**src/rtl/mdio_pkg.sv**
```systemverilog
package mdio_pkg;
  localparam int FRAME_W   = 32;
  localparam int PRE_LEN   = 32;
  localparam int DATA_W    = 16;
  localparam int TA_TOP    = 17;
  localparam int EVT_BIT   = 23;
  localparam int NOPRE_BIT = 7;
  localparam int SPD_LSB   = 1;
  localparam int HOLD_LSB  = 8;
  localparam logic [1:0] OP_READ = 2'b10;

  typedef enum logic [1:0] {
    SEL_FRAME  = 2'd0,
    SEL_TIMING = 2'd1,
    SEL_EVENT  = 2'd2,
    SEL_MASK   = 2'd3
  } reg_sel_e;
endpackage

```
**src/rtl/mdio_clkgen.sv**
```systemverilog
module mdio_clkgen #(
  parameter int DIV_W = 6
) (
  input  logic             clk,
  input  logic             rst,
  input  logic             run,
  input  logic [DIV_W-1:0] div,
  output logic             mdc,
  output logic             rise_stb,
  output logic             fall_stb
);
  logic [DIV_W-1:0] cnt;
  logic             mdc_q;
  logic             wrap;

  assign wrap     = run && (cnt == div);
  assign rise_stb = wrap && !mdc_q;
  assign fall_stb = wrap && mdc_q;
  assign mdc      = mdc_q;

  always_ff @(posedge clk) begin
    if (rst || !run) begin
      cnt   <= '0;
      mdc_q <= 1'b0;
    end else if (wrap) begin
      cnt   <= '0;
      mdc_q <= ~mdc_q;
    end else begin
      cnt <= cnt + 1'b1;
    end
  end

  // edges only while running, never both at once
  a_r2_edges_need_run: assert property (@(posedge clk) disable iff (rst)
    (rise_stb || fall_stb) |-> (run && !(rise_stb && fall_stb)));
endmodule

```
**src/rtl/mdio_shifter.sv**
```systemverilog
module mdio_shifter
  import mdio_pkg::*;
#(
  parameter int HOLD_W = 3
) (
  input  logic               clk,
  input  logic               rst,
  input  logic               start,
  input  logic [FRAME_W-1:0] frame,
  input  logic               nopre,
  input  logic [HOLD_W-1:0]  hold,
  input  logic               rise_stb,
  input  logic               fall_stb,
  input  logic               mdio_i,
  output logic               active,
  output logic               mdio_o,
  output logic               mdio_oe,
  output logic               done,
  output logic [DATA_W-1:0]  rdata
);
  localparam int TOTAL = PRE_LEN + FRAME_W;
  localparam int POS_W = $clog2(TOTAL);

  logic [FRAME_W-1:0] frm_q;
  logic [POS_W-1:0]   pos;
  logic [POS_W-1:0]   pos_dn;
  logic [POS_W-1:0]   first;
  logic [HOLD_W-1:0]  hcnt;
  logic               pend;
  logic               rd;

  function automatic logic bit_at(input logic [FRAME_W-1:0] f, input logic [POS_W-1:0] p);
    return (p >= POS_W'(FRAME_W)) ? 1'b1 : f[p[$clog2(FRAME_W)-1:0]];
  endfunction

  function automatic logic oe_at(input logic [FRAME_W-1:0] f, input logic [POS_W-1:0] p);
    return !((f[29:28] == OP_READ) && (p <= POS_W'(TA_TOP)));
  endfunction

  assign rd     = (frm_q[29:28] == OP_READ);
  assign pos_dn = pos - 1'b1;
  assign first  = nopre ? POS_W'(FRAME_W - 1) : POS_W'(TOTAL - 1);
  assign done   = active && fall_stb && (pos == '0);

  always_ff @(posedge clk) begin
    if (rst) begin
      active  <= 1'b0;
      frm_q   <= '0;
      pos     <= '0;
      hcnt    <= '0;
      pend    <= 1'b0;
      mdio_o  <= 1'b0;
      mdio_oe <= 1'b0;
      rdata   <= '0;
    end else if (!active) begin
      if (start) begin
        active  <= 1'b1;
        frm_q   <= frame;
        pos     <= first;
        pend    <= 1'b0;
        mdio_o  <= bit_at(frame, first);
        mdio_oe <= oe_at(frame, first);
      end
    end else begin
      if (rise_stb && rd && (pos < POS_W'(DATA_W)))
        rdata <= {rdata[DATA_W-2:0], mdio_i};
      if (fall_stb) begin
        if (pos == '0) begin
          active  <= 1'b0;
          pend    <= 1'b0;
          mdio_o  <= 1'b0;
          mdio_oe <= 1'b0;
        end else begin
          pend <= 1'b1;
          hcnt <= hold;
        end
      end else if (pend) begin
        if (hcnt == '0) begin
          pend    <= 1'b0;
          pos     <= pos_dn;
          mdio_o  <= bit_at(frm_q, pos_dn);
          mdio_oe <= oe_at(frm_q, pos_dn);
        end else begin
          hcnt <= hcnt - 1'b1;
        end
      end
    end
  end

  // the line is released only inside a read frame
  a_r5_release_only_read: assert property (@(posedge clk) disable iff (rst)
    (active && !mdio_oe) |-> rd);
  // a running frame is not restarted by a new start request
  a_r1_no_restart: assert property (@(posedge clk) disable iff (rst)
    (active && start && !done) |=> $stable(frm_q));
endmodule

```
**src/rtl/mdio_master.sv**
```systemverilog
module mdio_master
  import mdio_pkg::*;
#(
  parameter int DIV_W  = 6,
  parameter int HOLD_W = 3
) (
  input  logic        clk,
  input  logic        rst,
  input  logic        reg_we,
  input  logic [1:0]  reg_sel,
  input  logic [31:0] reg_wdata,
  output logic [31:0] frame_q,
  output logic        evt,
  output logic        busy,
  output logic        irq,
  output logic        mdc,
  output logic        mdio_o,
  output logic        mdio_oe,
  input  logic        mdio_i
);
  logic [DIV_W-1:0]  div_q;
  logic [HOLD_W-1:0] hold_q;
  logic              nopre_q;
  logic              mask_q;
  logic              start;
  logic              done;
  logic              rise_stb;
  logic              fall_stb;
  logic [DATA_W-1:0] rdata;

  assign start = reg_we && (reg_sel == SEL_FRAME) && !busy;

  always_ff @(posedge clk) begin
    if (rst) begin
      frame_q <= '0;
      div_q   <= '0;
      hold_q  <= '0;
      nopre_q <= 1'b0;
      mask_q  <= 1'b0;
      evt     <= 1'b0;
      irq     <= 1'b0;
    end else begin
      if (start)
        frame_q <= reg_wdata;
      else if (done && (frame_q[29:28] == OP_READ))
        frame_q[DATA_W-1:0] <= rdata;
      if (reg_we && (reg_sel == SEL_TIMING)) begin
        div_q   <= reg_wdata[SPD_LSB +: DIV_W];
        hold_q  <= reg_wdata[HOLD_LSB +: HOLD_W];
        nopre_q <= reg_wdata[NOPRE_BIT];
      end
      if (reg_we && (reg_sel == SEL_MASK))
        mask_q <= reg_wdata[EVT_BIT];
      if (done)
        evt <= 1'b1;
      else if (reg_we && (reg_sel == SEL_EVENT) && reg_wdata[EVT_BIT])
        evt <= 1'b0;
      irq <= evt && mask_q;
    end
  end

  mdio_clkgen #(.DIV_W(DIV_W)) u_clk (
    .clk      (clk),
    .rst      (rst),
    .run      (busy),
    .div      (div_q),
    .mdc      (mdc),
    .rise_stb (rise_stb),
    .fall_stb (fall_stb)
  );

  mdio_shifter #(.HOLD_W(HOLD_W)) u_shf (
    .clk      (clk),
    .rst      (rst),
    .start    (start),
    .frame    (reg_wdata),
    .nopre    (nopre_q),
    .hold     (hold_q),
    .rise_stb (rise_stb),
    .fall_stb (fall_stb),
    .mdio_i   (mdio_i),
    .active   (busy),
    .mdio_o   (mdio_o),
    .mdio_oe  (mdio_oe),
    .done     (done),
    .rdata    (rdata)
  );

  a_r2_mdc_low_idle: assert property (@(posedge clk) disable iff (rst)
    !busy |-> !mdc);
  a_r1_ignore_busy_write: assert property (@(posedge clk) disable iff (rst)
    (busy && reg_we && (reg_sel == SEL_FRAME) && !done) |=> $stable(frame_q));
  a_r7_evt_set: assert property (@(posedge clk) disable iff (rst)
    done |=> evt);
  a_r8_irq_follow: assert property (@(posedge clk) disable iff (rst)
    1'b1 |=> (irq == $past(evt && mask_q)));
endmodule

```
**config.mk**
```make
export PLATFORM = sky130hd
export DESIGN_NAME = mdio_master
export DESIGN_NICKNAME = d
export VERILOG_FILES = /design/src/rtl/mdio_pkg.sv /design/src/rtl/mdio_clkgen.sv /design/src/rtl/mdio_shifter.sv /design/src/rtl/mdio_master.sv
export SDC_FILE = /design/constraint.sdc
export NUM_CORES = 1
export LEC_CHECK = 0
export BUFFER_PORTS_ARGS = -buffer_cell sky130_fd_sc_hd__buf_2
export CORE_MARGIN = 2
export CORE_UTILIZATION = 45
export DETAILED_ROUTE_END_ITERATION = 8
export PLACE_DENSITY = 0.62
export SLEW_MARGIN = 15
export SYNTH_ARGS = -nofsm -noshare
export SYNTH_HDL_FRONTEND = slang
export SYNTH_HIERARCHICAL = 1
export SYNTH_SLANG_ARGS = --single-unit
```
**constraint.sdc**
```tcl
create_clock -name clk -period 3.1 [get_ports clk]
set_clock_uncertainty 0.2 [all_clocks]
set_input_delay 0.155 -clock clk [delete_from_list [all_inputs] [get_ports clk]]
set_output_delay 0.155 -clock clk [all_outputs]
set_load 0.02 [all_outputs]
```
==> out/results.txt <==
min cycle time layout: 2.781 ns
status: finished, final reports clean
Die W: 108.1 µm
Synth Area per Inst: 8.767 µm²
CTS root buffer: clkbuf_8
count of input and output buffers: 75
Rel. slew slack: 52.51%
final setup TNS: 0 ns
Final Setup Violations: 0
crit share post-route: 89.70%
CTS tree: built
CTS clk-pin slew, worst paths: 0.06 ns
DRC: 0
Design Area, Final: 6337 µm²
Detailed Route WL: 12,410 µm
Vias per Instance: 5.200
asr flop ratio synth: 0%
Synth Instances: 556
Cell Area, Synth: 4875 µm²
Crit Path Max Fanout: 16
Top delay family on crit path: simple AND/OR/NAND/NOR gates
P&R area growth vs syn: 30.01%
DR WL/cell: 15.15 µm
Synth cell types: 54
Post-Syn Nets: 600
Crit path buffers/inverters: 1
Min-Delay Path Class: in2reg
Post-DP HPWL: 7773 µm
top cells by area, synth: dfxtp_1, nand2_1, a21oi_1
CP startpoint kind: flip-flop
vias in the first global route: 4,135
I/O pin total: 76
DP Area: 5329 µm²
initial antenna violation count: 0
Critical Path RT: 3.27 ns
Worst Tran Pin Value: 0.7102 ns
final RePlAce weighted congestion: 0.7755
total CTS buffers: 17
post-synth top area cell: dfxtp_1
final antenna-violating net count: 0
Ant. Diodes: 0
Remaining Overflow, GRT: 0
crit path DAT: 2.96 ns
crit-path cells: inv_1 > ha_1 > nor3b_1 > nand3_1 > nor2_1 > nand3b_1 > nand2_1 > a211oi_2
# rows: 38
share of layout cells above drive strength 1: 21.65%
H-tree depth: 4
Sink Count: 113
Max Slew Vio Count: 0
postcts setup bufs: 0
Post-synth EDFFs: 0
Pre-antenna DRT Iters: 4
synth warn: 6
core area: 10,700 µm²
max-cap violation count: 0
synthesis-stage register bit count: 113
pwr dens: 595.8 nW/µm²
CP max stage delay: 0.54 ns
top_reg_cell synth: dfxtp_1
RSZ-0062 raised after global routing: false
Seq/Total Area, Yosys: 46.41%
NumNets Final: 711
first-pass GRT wire length: 19,930 µm
fin util: 59.24%
pin count of the biggest net entering global routing: 65
CTS Buffer Depth: 2
initial DRC count: 211
Crit. End Element: flip-flop
crit path kind: reg2reg
fmax: 359.6 MHz
Peak VDD IR: 0.0003545 V
Synth top area share: 46.41%
Worst path slowest cell: nand3b_1
DIE AREA: 11,680 µm²
vias: 4,259
Static Leak: 2.670 nW
Starting Density: 45.57%
clk_lat worst skew: 0.52 ns
Total GRT Usage: 22.16%
final count of hold timing violations: 0
die height: 108.1 µm
-- flip-flops by register name, indices dropped and copies added (netlist names) --
signal / count
evt: 1
div_q: 6
u_shf/rdata: 16
u_shf/pos: 6
hold_q: 3
nopre_q: 1
u_shf/mdio_oe: 1
u_shf/pend: 1
u_shf/hcnt: 3
u_clk/mdc: 1
frame_q: 32
irq: 1
u_shf/active: 1
mask_q: 1
u_shf/mdio_o: 1
u_shf/frm_q: 32
u_clk/cnt: 6
-- kinds of logic after synthesis --
family	synth area share (%)
muxes	9.779
AOI/OAI and AO/OA	15.68
and+or+nand+nor	19.22
xor gates and xnor gates	2.336
DFF	46.41
buffers and inverters	5.031
adders and majority gates	1.540
-- power by group --
| group | leakage (nW) | internal (mW) | switching [mW] |
|---|---|---|---|
| clock network | 0.281 | 1.24 | 0.663 |
| logic | 1.47 | 0.150 | 0.199 |
| registers | 0.917 | 1.50 | 0.0267 |
| total | 2.67 | 2.89 | 0.889 |
-- worst min-delay path, cell delays in order --
cell and delay (ns):
dlygate4sd3_1 0.52, buf_2 0.09, mux2i_1 0.05, nor2_1 0.07
-- metal layers --
| metal | part of all wire [%] | global-route usage, % |
|---|---|---|
| met4 | 2.0 | 9.341 |
| met3 | 5.4 | 6.872 |
| met1 | 47 | 28.24 |
| met5 | 0 | 0 |
| met2 | 46 | 34.86 |
-- final timing paths --
check | from | end | slack, ns | cells past startpoint
setup / recovery | u_shf/pos[1] | frame_q[7] | 0.32 | 8
hold / removal | mdio_i | u_shf/rdata[0] | 0.21 | 4
setup reg to reg | u_shf/pos[1] | frame_q[7] | 0.32 | 8
hold reg to reg | mask_q | irq | 0.25 | 2
-- per-stage QoR --
step	worst slack (ns)	power [mW]	hold slack [ns]	instances
4_1_cts	0.2652	3.801	0.1906	819
3_5_place_dp	0.2845	1.860	0.2075	746
3_3_place_gp	0.4624	1.855	0.1965	746
6_report	0.3194	3.776	0.2069	819
5_1_grt	0.04946	3.909	0.2454	819
2_1_floorplan	0.4332	1.762	0.09096	556
-- area by class of cell --
| type | instances | area (µm²) |
|---|---|---|
| Fill cell | 950 | 4360 |
| Multi-Input combinational cell | 395 | 2370 |
| Sequential cell | 113 | 2262 |
| Timing Repair Buffer | 129 | 888.4 |
| Clock buffer | 22 | 483.0 |
| Tap cell | 140 | 175.2 |
| Clock inverter | 9 | 105.1 |
| Inverter | 11 | 53.80 |
-- placed cells by master, fill, tap and decap left out, types with 6 or more instances in the layout --
cell type	instances
clkbuf_8	6
a211oi_1	6
buf_2	74
ha_1	6
dfxtp_1	113
nand3_1	9
nor2_1	61
a211oi_2	13
o211ai_1	6
buf_4	13
inv_1	10
xnor2_1	11
nand2_1	125
dlygate4sd3_1	42
clkbuf_16	16
nor3_1	6
a21oi_1	70
mux2i_1	27
mux4_2	7
-- timing repair --
action / 4_1_cts / 5_1_grt
endpoints found under the hold margin: 87 / 0
hold buffers: 42 / 0
gates resized for setup: 0 / 0
-- Yosys cell counts, types with 2 or more instances --
cell      count
a21o_1        3
nor3b_1       2
nand3b_1      2
a21oi_1      70
nand2_1     125
mux2i_1      27
xor2_1        2
xnor2_1      11
buf_2         4
clkbuf_1     23
buf_6         2
o211ai_1      6
ha_1          6
nor2_1       61
o21ai_0       3
dfxtp_1     113
nor2b_1       3
a211oi_2     13
a31oi_1       3
mux4_2        7
and3_1        3
inv_1        10
a211oi_1      6
o21a_1        4
buf_1         4
nor3_1        6
nand2b_1      2
nand3_1       9
(Power assumes the default switching activity.)
